[src/rtl/bt_pkg.sv]
package bt_pkg;
   localparam int INSN_W = 32;
   localparam int PRIV_W = 2;
   localparam int REG_W  = 5;

   typedef enum logic [2:0] {
      SUB_LINK = 3'd0,
      SUB_GATE = 3'd1,
      SUB_PUSH = 3'd4,
      SUB_LONG = 3'd5
   } sub_e;

   typedef struct packed {
      logic [5:0]  opc;
      logic [4:0]  tw3;
      logic [4:0]  w1;
      logic [2:0]  sub;
      logic [10:0] w2;
      logic        n;
      logic        w;
   } br_fields_t;

   function automatic br_fields_t split(input logic [INSN_W-1:0] x);
      br_fields_t f;
      f.opc = x[31:26];
      f.tw3 = x[25:21];
      f.w1  = x[20:16];
      f.sub = x[15:13];
      f.w2  = x[12:2];
      f.n   = x[1];
      f.w   = x[0];
      return f;
   endfunction
endpackage

[src/rtl/bt_disp.sv]
module bt_disp #(
   parameter int OFF_W = 64
) (
   input  bt_pkg::br_fields_t f,
   input  logic               long_form,
   output logic [OFF_W-1:0]   disp
);
   localparam int SHORT_W = 17;
   localparam int LONG_W  = 22;
   localparam int SXS     = OFF_W - SHORT_W - 2;
   localparam int SXL     = OFF_W - LONG_W - 2;

   logic [SHORT_W-1:0] d_short;
   logic [LONG_W-1:0]  d_long;
   logic [OFF_W-1:0]   ext_short;
   logic [OFF_W-1:0]   ext_long;

   assign d_short   = {f.w, f.w1, f.w2[0], f.w2[10:1]};
   assign d_long    = {f.w, f.tw3, f.w1, f.w2[0], f.w2[10:1]};
   assign ext_short = {{SXS{f.w}}, d_short, 2'b00};
   assign ext_long  = {{SXL{f.w}}, d_long, 2'b00};
   assign disp      = long_form ? ext_long : ext_short;
endmodule

[src/rtl/bt_priv.sv]
module bt_priv (
   input  logic       gate,
   input  logic       psw_c,
   input  logic [1:0] cur_priv,
   input  logic [2:0] page_type,
   output logic [1:0] new_priv
);
   logic promotes;
   assign promotes = page_type[2] && (page_type[1:0] < cur_priv);

   always_comb begin
      if (!gate)
         new_priv = cur_priv;
      else if (!psw_c)
         new_priv = 2'd0;
      else if (promotes)
         new_priv = page_type[1:0];
      else
         new_priv = cur_priv;
   end
endmodule

[src/rtl/bt_ctl.sv]
module bt_ctl #(
   parameter logic [5:0] OPCODE    = 6'h3A,
   parameter bit         HAS_STACK = 1'b1
) (
   input  bt_pkg::br_fields_t f,
   input  logic               psw_b,
   output logic               is_br,
   output logic               gate,
   output logic               long_form,
   output logic               trap,
   output logic               taken,
   output logic               lwe,
   output logic [4:0]         lidx,
   output logic               nul,
   output logic               push
);
   import bt_pkg::*;
   logic legal;
   logic want_push;

   always_comb begin
      is_br     = (f.opc == OPCODE);
      gate      = (f.sub == SUB_GATE);
      long_form = (f.sub == SUB_PUSH) || (f.sub == SUB_LONG);
      legal     = (f.sub == SUB_LINK) || gate || long_form;
      trap      = is_br && (!legal || (gate && psw_b));
      taken     = is_br && !trap;
      lidx      = long_form ? 5'd2 : f.tw3;
      lwe       = taken && (lidx != 5'd0);
      nul       = taken && f.n;
   end

   generate
      if (HAS_STACK) begin : g_stack
         assign want_push = (f.sub == SUB_PUSH);
      end else begin : g_nostack
         assign want_push = 1'b0;
      end
   endgenerate

   assign push = taken && want_push;
endmodule

[src/rtl/bt_unit.sv]
module bt_unit #(
   parameter int         OFF_W     = 64,
   parameter logic [5:0] OPCODE    = 6'h3A,
   parameter bit         HAS_STACK = 1'b1,
   parameter bit         REG_OUT   = 1'b1
) (
   input  logic             clk,
   input  logic             rst_n,
   input  logic             in_valid,
   input  logic [31:0]      insn,
   input  logic [OFF_W-1:0] cur_off,
   input  logic             psw_b,
   input  logic             psw_c,
   input  logic [1:0]       cur_priv,
   input  logic [2:0]       page_type,
   output logic             out_valid,
   output logic             br_taken,
   output logic [OFF_W-1:0] br_target,
   output logic             link_we,
   output logic [4:0]       link_idx,
   output logic [OFF_W-1:0] link_val,
   output logic             trap_ill,
   output logic             nullify_nx,
   output logic             push_req
);
   import bt_pkg::*;
   localparam logic [OFF_W-1:0] STEP8 = OFF_W'(8);

   initial begin
      assert (OFF_W >= 32 && OFF_W <= 128)
         else $error("bt_unit: OFF_W out of range");
   end

   br_fields_t       f;
   logic             is_br, gate, long_form, trap, taken, lwe, nul, push;
   logic [4:0]       lidx;
   logic [OFF_W-1:0] disp, sum_t, sum_r, tgt_c, lval_c;
   logic [1:0]       np;

   assign f = split(insn);

   bt_ctl #(.OPCODE(OPCODE), .HAS_STACK(HAS_STACK)) u_ctl (
      .f(f), .psw_b(psw_b), .is_br(is_br), .gate(gate),
      .long_form(long_form), .trap(trap), .taken(taken), .lwe(lwe),
      .lidx(lidx), .nul(nul), .push(push)
   );

   bt_disp #(.OFF_W(OFF_W)) u_disp (
      .f(f), .long_form(long_form), .disp(disp)
   );

   bt_priv u_priv (
      .gate(gate), .psw_c(psw_c), .cur_priv(cur_priv),
      .page_type(page_type), .new_priv(np)
   );

   assign sum_t  = cur_off + disp + STEP8;
   assign sum_r  = cur_off + STEP8;
   assign tgt_c  = {sum_t[OFF_W-1:2], np};
   assign lval_c = {sum_r[OFF_W-1:2], gate ? cur_priv : sum_r[1:0]};

   generate
      if (REG_OUT) begin : g_reg
         always_ff @(posedge clk or negedge rst_n) begin
            if (!rst_n) begin
               out_valid  <= 1'b0;
               br_taken   <= 1'b0;
               br_target  <= '0;
               link_we    <= 1'b0;
               link_idx   <= '0;
               link_val   <= '0;
               trap_ill   <= 1'b0;
               nullify_nx <= 1'b0;
               push_req   <= 1'b0;
            end else begin
               out_valid  <= in_valid;
               br_taken   <= in_valid && taken;
               br_target  <= tgt_c;
               link_we    <= in_valid && lwe;
               link_idx   <= lidx;
               link_val   <= lval_c;
               trap_ill   <= in_valid && trap;
               nullify_nx <= in_valid && nul;
               push_req   <= in_valid && push;
            end
         end
      end else begin : g_comb
         assign out_valid  = in_valid;
         assign br_taken   = in_valid && taken;
         assign br_target  = tgt_c;
         assign link_we    = in_valid && lwe;
         assign link_idx   = lidx;
         assign link_val   = lval_c;
         assign trap_ill   = in_valid && trap;
         assign nullify_nx = in_valid && nul;
         assign push_req   = in_valid && push;
      end
   endgenerate
endmodule

[config.mk]
export PLATFORM = sky130hd
export DESIGN_NAME = bt_unit
export DESIGN_NICKNAME = d
export VERILOG_FILES = /design/src/rtl/bt_pkg.sv /design/src/rtl/bt_disp.sv /design/src/rtl/bt_priv.sv /design/src/rtl/bt_ctl.sv /design/src/rtl/bt_unit.sv
export SDC_FILE = /design/constraint.sdc
export NUM_CORES = 1
export LEC_CHECK = 0
export ABC_AREA = 1
export BUFFER_PORTS_ARGS = -buffer_cell sky130_fd_sc_hd__buf_2
export CAP_MARGIN = 15
export CORE_AREA = 2 2 221 223
export DETAILED_ROUTE_END_ITERATION = 10
export DIE_AREA = 0 0 223 225
export PLACE_DENSITY_LB_ADDON = 0.08
export SYNTH_ARGS = -nofsm -noshare
export SYNTH_HDL_FRONTEND = slang
export SYNTH_SLANG_ARGS = --single-unit
[constraint.sdc]
create_clock -name clk -period 0.85 [get_ports clk]
set_clock_uncertainty 0.1 [all_clocks]
set_input_delay 0.255 -clock clk [delete_from_list [all_inputs] [get_ports clk]]
set_output_delay 0.255 -clock clk [all_outputs]
set_load 0.01 [all_outputs]
# Word-level counts from Yosys, hierarchy flattened
# Cells that the tools add are included.
dict set report word_totals {
  elab_cells 43
  ff_bits 139
}
dict set report classes {
  reduce_logical 20
  n_eq_ne 4
  n_addsub 3
  muxes 6
  n_lt_le_gt_ge 1
}
# op n
set op_table {}
lappend op_table {{$add A64 B4 Y64 const B} 2}
lappend op_table {{$add A64 B64 Y64} 1}
lappend op_table {{$mux W23} 1}
lappend op_table {{$logic_and A1 B1 Y1} 12}
lappend op_table {{$mux W2} 4}
lappend op_table {{$eq A3 B3 Y1 const B} 2}
lappend op_table {{$eq A6 B6 Y1 const B} 1}
lappend op_table {{$mux W5} 1}
lappend op_table {{$reduce_bool A5 Y1} 1}
lappend op_table {{$logic_or A1 B1 Y1} 4}
lappend op_table {{$eq A3 B1 Y1 const B} 1}
lappend op_table {{$logic_not A3 Y1} 1}
lappend op_table {{$logic_not A1 Y1} 2}
lappend op_table {{$lt A2 B2 Y1} 1}

# Depth between registers and ports, before layout
dict set report depth {
  word_depth 10
  depth_mapped 19
  depth_no_buf 19
}

# Cells and area by module
# Synthesis repeated with hierarchy kept, for this count alone.
dict set report hier_totals {
  hier_cells 1962
  hier_area_um2 12617.1
}
# mod seq_area_each_um2 n_inst area_each_um2 cells_each
set by_module_without_submodules {}
lappend by_module_without_submodules {bt_unit 3478.3 1 11825.1 1835}
lappend by_module_without_submodules {bt_disp 0.0 1 494.2 72}
lappend by_module_without_submodules {bt_ctl 0.0 1 195.2 36}
lappend by_module_without_submodules {bt_priv 0.0 1 102.6 19}

# Worst setup path before layout
# No wires, ideal clock.
dict set report synth_timing {
  path_type {input-to-reg}
  startpoint {input port insn[15]}
  endpoint {register br_target[41]}
  setup_time_ps 117
  slack_ps -1638
  t_arrival_ps 2272
  cell_stages 16
  required_time_ps 633
  cell_sequence {inv_1 nor2_1 inv_1 o21ai_0 inv_1 ha_1 ha_1 nand2_1 nor2_1 nand2_1 nor2_1 o21ai_0 nand3_1 nand3_1 nand3_1 nand2_1}
}
dict set report synth_between {
  elab_chain_cells 5
  word_cells_on_any_way 6
  classes_between {add/sub (2); eq/ne (2); mux (1); reduce/logical (1)}
}
# item line
set synth_rtl {}
lappend synth_rtl {{start: declaration} bt_unit.sv:10} ;# input logic [31:0] insn,
lappend synth_rtl {{$eq A3 B3 Y1} bt_ctl.sv:24} ;# long_form = (f.sub == SUB_PUSH) || (f.sub == SUB_LONG);
lappend synth_rtl {{$logic_or A1 B1 Y1 (*)} bt_ctl.sv:24}
lappend synth_rtl {{$mux W23 (*)} bt_disp.sv:22} ;# assign disp = long_form ? ext_long : ext_short;
lappend synth_rtl {{$add A64 B64 Y64 (*)} bt_unit.sv:57} ;# assign sum_t = cur_off + disp + STEP8;
lappend synth_rtl {{$add A64 B4 Y64 (*)} bt_unit.sv:57}
lappend synth_rtl {{via sum_t[41]} bt_unit.sv:37} ;# logic [OFF_W-1:0] disp, sum_t, sum_r, tgt_c, lval_c;
lappend synth_rtl {{end signal: assignment} bt_unit.sv:78} ;# br_target <= tgt_c;
lappend synth_rtl {{end: declaration} bt_unit.sv:18} ;# output logic [OFF_W-1:0] br_target,
# Mark *: on every way through the listed nets, which the timed path passes. The rest lies on a longest branch.

# Worst setup path in the final report
dict set report layout_timing {
  startpoint {input port insn[15]}
  endpoint {register br_target[24]}
}
# Same word-level chain as after synthesis.

==> impl_metrics.py <==
metrics = {
    "global_routing": {
        "grt-ovfl-total": 0,
        "antenna_found_initial": 1,
        "first_global_vias": 14117,
        "grt_max_degree": 43,
        "grt_util_all_layers": 0.2188,
        "grt_first_pass_wirelength_um": 81280,
    },
    "cts": {
        "clkTransAtPathRegs_ns": 0.07,
        "cts-root-buf": "clkbuf_16",
        "clockBufferDepth": 2,
        "cts_num_sinks": 139,
        "ctsHoldBuffers": 13,
        "cts.htree.levels": 4,
        "cts_buffers": 17,
        "cts_tree": "done",
    },
    "power": {
        "powerDensity_nw_per_um2": 1356,
        "ir_drop_mv": 1.414,
        "p_leak_nw": 11.73,
    },
    "worst_setup_path": {
        "crit_slowest_cell": "ha_4",
        "path_cells": "buf_12, inv_12, nor2_4, or2_4, o21ai_2, inv_2, ha_4, ha_4, nand2_8, inv_4, nand2_4, nand2_4, a21oi_4, buf_6, nand3_4, buf_6, xor2_2",
        "max_stage_delay_ns": 0.28,
        "cp_max_fo": 5,
        "start_kind": "input port",
        "crit_path_end_kind": "flip-flop",
        "critPathKind": "input port to flip-flop",
        "cp.arrival_ns": 2.35,
        "required_ns": 1.11,
    },
    "floorplan": {
        "ios": 245,
        "row_count": 80,
        "die_area_sq_um": 50180,
        "start_util": 0.2478,
        "core_area_sq_um": 47550,
        "die_w_um": 223,
        "die_h_um": 225,
    },
    "timing": {
        "period_minus_slack_ns": 2.090,
        "whs_ns": -0.1826,
        "finalSetupViolations": 263,
        "fin_tns_setup_ns": -152.48,
        "final_max_slew_viol_count": 0,
        "max_freq_ghz": 0.4784,
        "hold_viol": 4,
        "worstMarginPinSlew_ns": 0.3685,
        "worst_slack_ns": -1.240,
        "finalCritPeriodShare": 2.459,
        "rsz0062_at_grt": "true",
        "slew_headroom": 0.7534,
    },
    "route": {
        "dr.pass1.iters": 5,
        "drt-total-wl_um": 54650,
        "drcViolationCount": 0,
        "vias": 13513,
        "initialDrtViolationCount": 538,
        "drtAntennaViolNets": 0,
        "via_per_inst": 4.331,
        "route.detailed.wl_per_inst_um": 17.52,
    },
    "cells_and_area": {
        "finish.utilization": 0.4766,
        "final_cells": 3120,
        "syn_to_final_growth_pct": 92.33,
        "post_route_cells_drive_above_1_share": 0.5308,
        "fin_nets": 2721,
    },
    "logic_synthesis": {
        "ys_types": 31,
        "synth_seq_cells": 139,
        "netlist_area_sq_um": 11780,
        "synthCells": 1794,
        "syn_area_per_cell_sq_um": 6.568,
        "synth_nets": 2024,
        "yosysSeqAreaShare": 0.2952,
        "synth_warnings": 0,
    },
    "placed_design": {
        "place_congestion": 0.9287,
        "detailed_place_hpwl_um": 45480,
        "port_buffers": 244,
        "place_ws_ns": -2.203,
        "dpl.cell_count": 2980,
    },
    "flow_run": {
        "max_cap_violations": 0,
    },
    "status": {
        "violations": "negative hold slack, negative setup slack",
        "status": "finished with violations",
    },
    "hold_path": {
        "hold_path_class": "input port to flip-flop",
    },
}
-- cells in the mapped netlist --
master | instances | area, sq um
nand2_1 | 648 | 2432
inv_1 | 366 | 1374
nor2_1 | 171 | 641.9
dfrtp_1 | 139 | 3478
ha_1 | 123 | 1539
nand3_1 | 79 | 395.4
xor2_1 | 64 | 560.5
a21oi_1 | 41 | 205.2
nand4_1 | 39 | 244.0
nor3_1 | 35 | 175.2
xnor2_1 | 24 | 210.2
o21ai_0 | 18 | 90.09
o21bai_1 | 8 | 60.06
nor3_2 | 6 | 60.06
nor3b_1 | 4 | 30.03
nor2_2 | 3 | 18.77
nor2_4 | 3 | 33.78
nor4_1 | 3 | 18.77
nor4_2 | 3 | 37.54
and3_1 | 2 | 12.51
nand2_4 | 2 | 22.52
nand3b_1 | 2 | 15.01
o22ai_1 | 2 | 12.51
or2_2 | 2 | 12.51
a31oi_1 | 1 | 6.260
fa_1 | 1 | 20.02
nand2_2 | 1 | 6.260
nand3_4 | 1 | 17.52
nand4_4 | 1 | 21.27
nor2_8 | 1 | 20.02
o21bai_2 | 1 | 11.26
-- placed cells by master (no fill, tap or decap), drive strengths merged, types with 24 or more instances in the layout --
cell type	Yosys	layout
a21oi	41	41
buf	0	662
dfrtp	139	139
ha	123	123
inv	366	373
nand2	651	651
nand3	80	80
nand4	40	40
nor2	178	178
nor3	41	41
xnor2	24	24
xor2	64	64
-- critical path, delay by kind of cell --
kind | cells | cell delay [ns]
xor+xnor | 1 | 0.14
buf+inv | 6 | 0.53
fa+ha+maj | 2 | 0.52
simple gates | 6 | 0.64
compound gates | 2 | 0.26
-- stage by stage --
stage	hold WS (ns)	instance area [sq um]	power [mW]
6_report	-0.1826	22660	30.74
4_1_cts	-0.2078	21310	30.00
3_3_place_gp	0.02625	17630	19.16
5_1_grt	-0.1954	22660	32.51
3_5_place_dp	0.02711	17630	19.12
2_1_floorplan	-0.1406	13140	13.59
-- routing by layer --
metal  global-route usage  wire length, um  up-vias
met4              0.07794             1474        0
met1               0.2905            25620     6334
met5                    0                0        -
li1                     -                -     6875
met3              0.02190             1566       64
met2               0.3699            25990      240
-- final timing paths --
check / start / endpoint / slack [ns] / cells after the start
min: cur_off[2] / link_val[2]$_DFF_PN0_ / -0.18 / 1
max in group asynchronous: rst_n / link_val[61]$_DFF_PN0_ / 0.05 / 3
min in group asynchronous: rst_n / br_target[12]$_DFF_PN0_ / 0.10 / 2
max: insn[15] / br_target[24]$_DFF_PN0_ / -1.24 / 17
-- cells by family after synthesis --
| family | after synthesis | share of synthesized area |
|---|---|---|
| AOI/OAI and AO/OA | 71 | 0.03271 |
| xor gates and xnor gates | 88 | 0.06541 |
| adders and majority gates | 124 | 0.1323 |
| buffers and inverters | 366 | 0.1166 |
| DFF | 139 | 0.2952 |
| and+or+nand+nor | 1006 | 0.3578 |
-- final cells by class --
cell class | instances | area [sq um]
fillers | 4657 | 24880
diodes | 1 | 2.502
repair buffers | 678 | 5703
multi-input cells | 1289 | 10620
clock inverters | 15 | 200.2
well taps | 615 | 769.5
flip-flops and latches | 139 | 3478
clock buffers | 17 | 425.4
inverters | 366 | 1459
-- power by group --
group | total [mW] | switching [mW] | leakage (nW) | internal [mW]
Combinational | 14.3 | 7.70 | 9.79 | 6.61
Sequential | 8.06 | 0.474 | 1.64 | 7.59
Clock | 8.35 | 3.62 | 0.302 | 4.73
-- state kept, by name, indices dropped and copies added (netlist names) --
| register | flops |
|---|---|
| br_target | 64 |
| link_val | 64 |
| link_idx | 5 |
| br_taken | 1 |
| link_we | 1 |
| nullify_nx | 1 |
| out_valid | 1 |
| push_req | 1 |
| trap_ill | 1 |
-- timing repair --
item                                    4_1_cts  5_1_grt
gates resized for setup                     577      301
endpoints found under the hold margin       158        4
setup buffers                                76       35
pin swaps                                   215      222
endpoints found under the setup margin      262      308
Power figures use the tool's default switching activity.
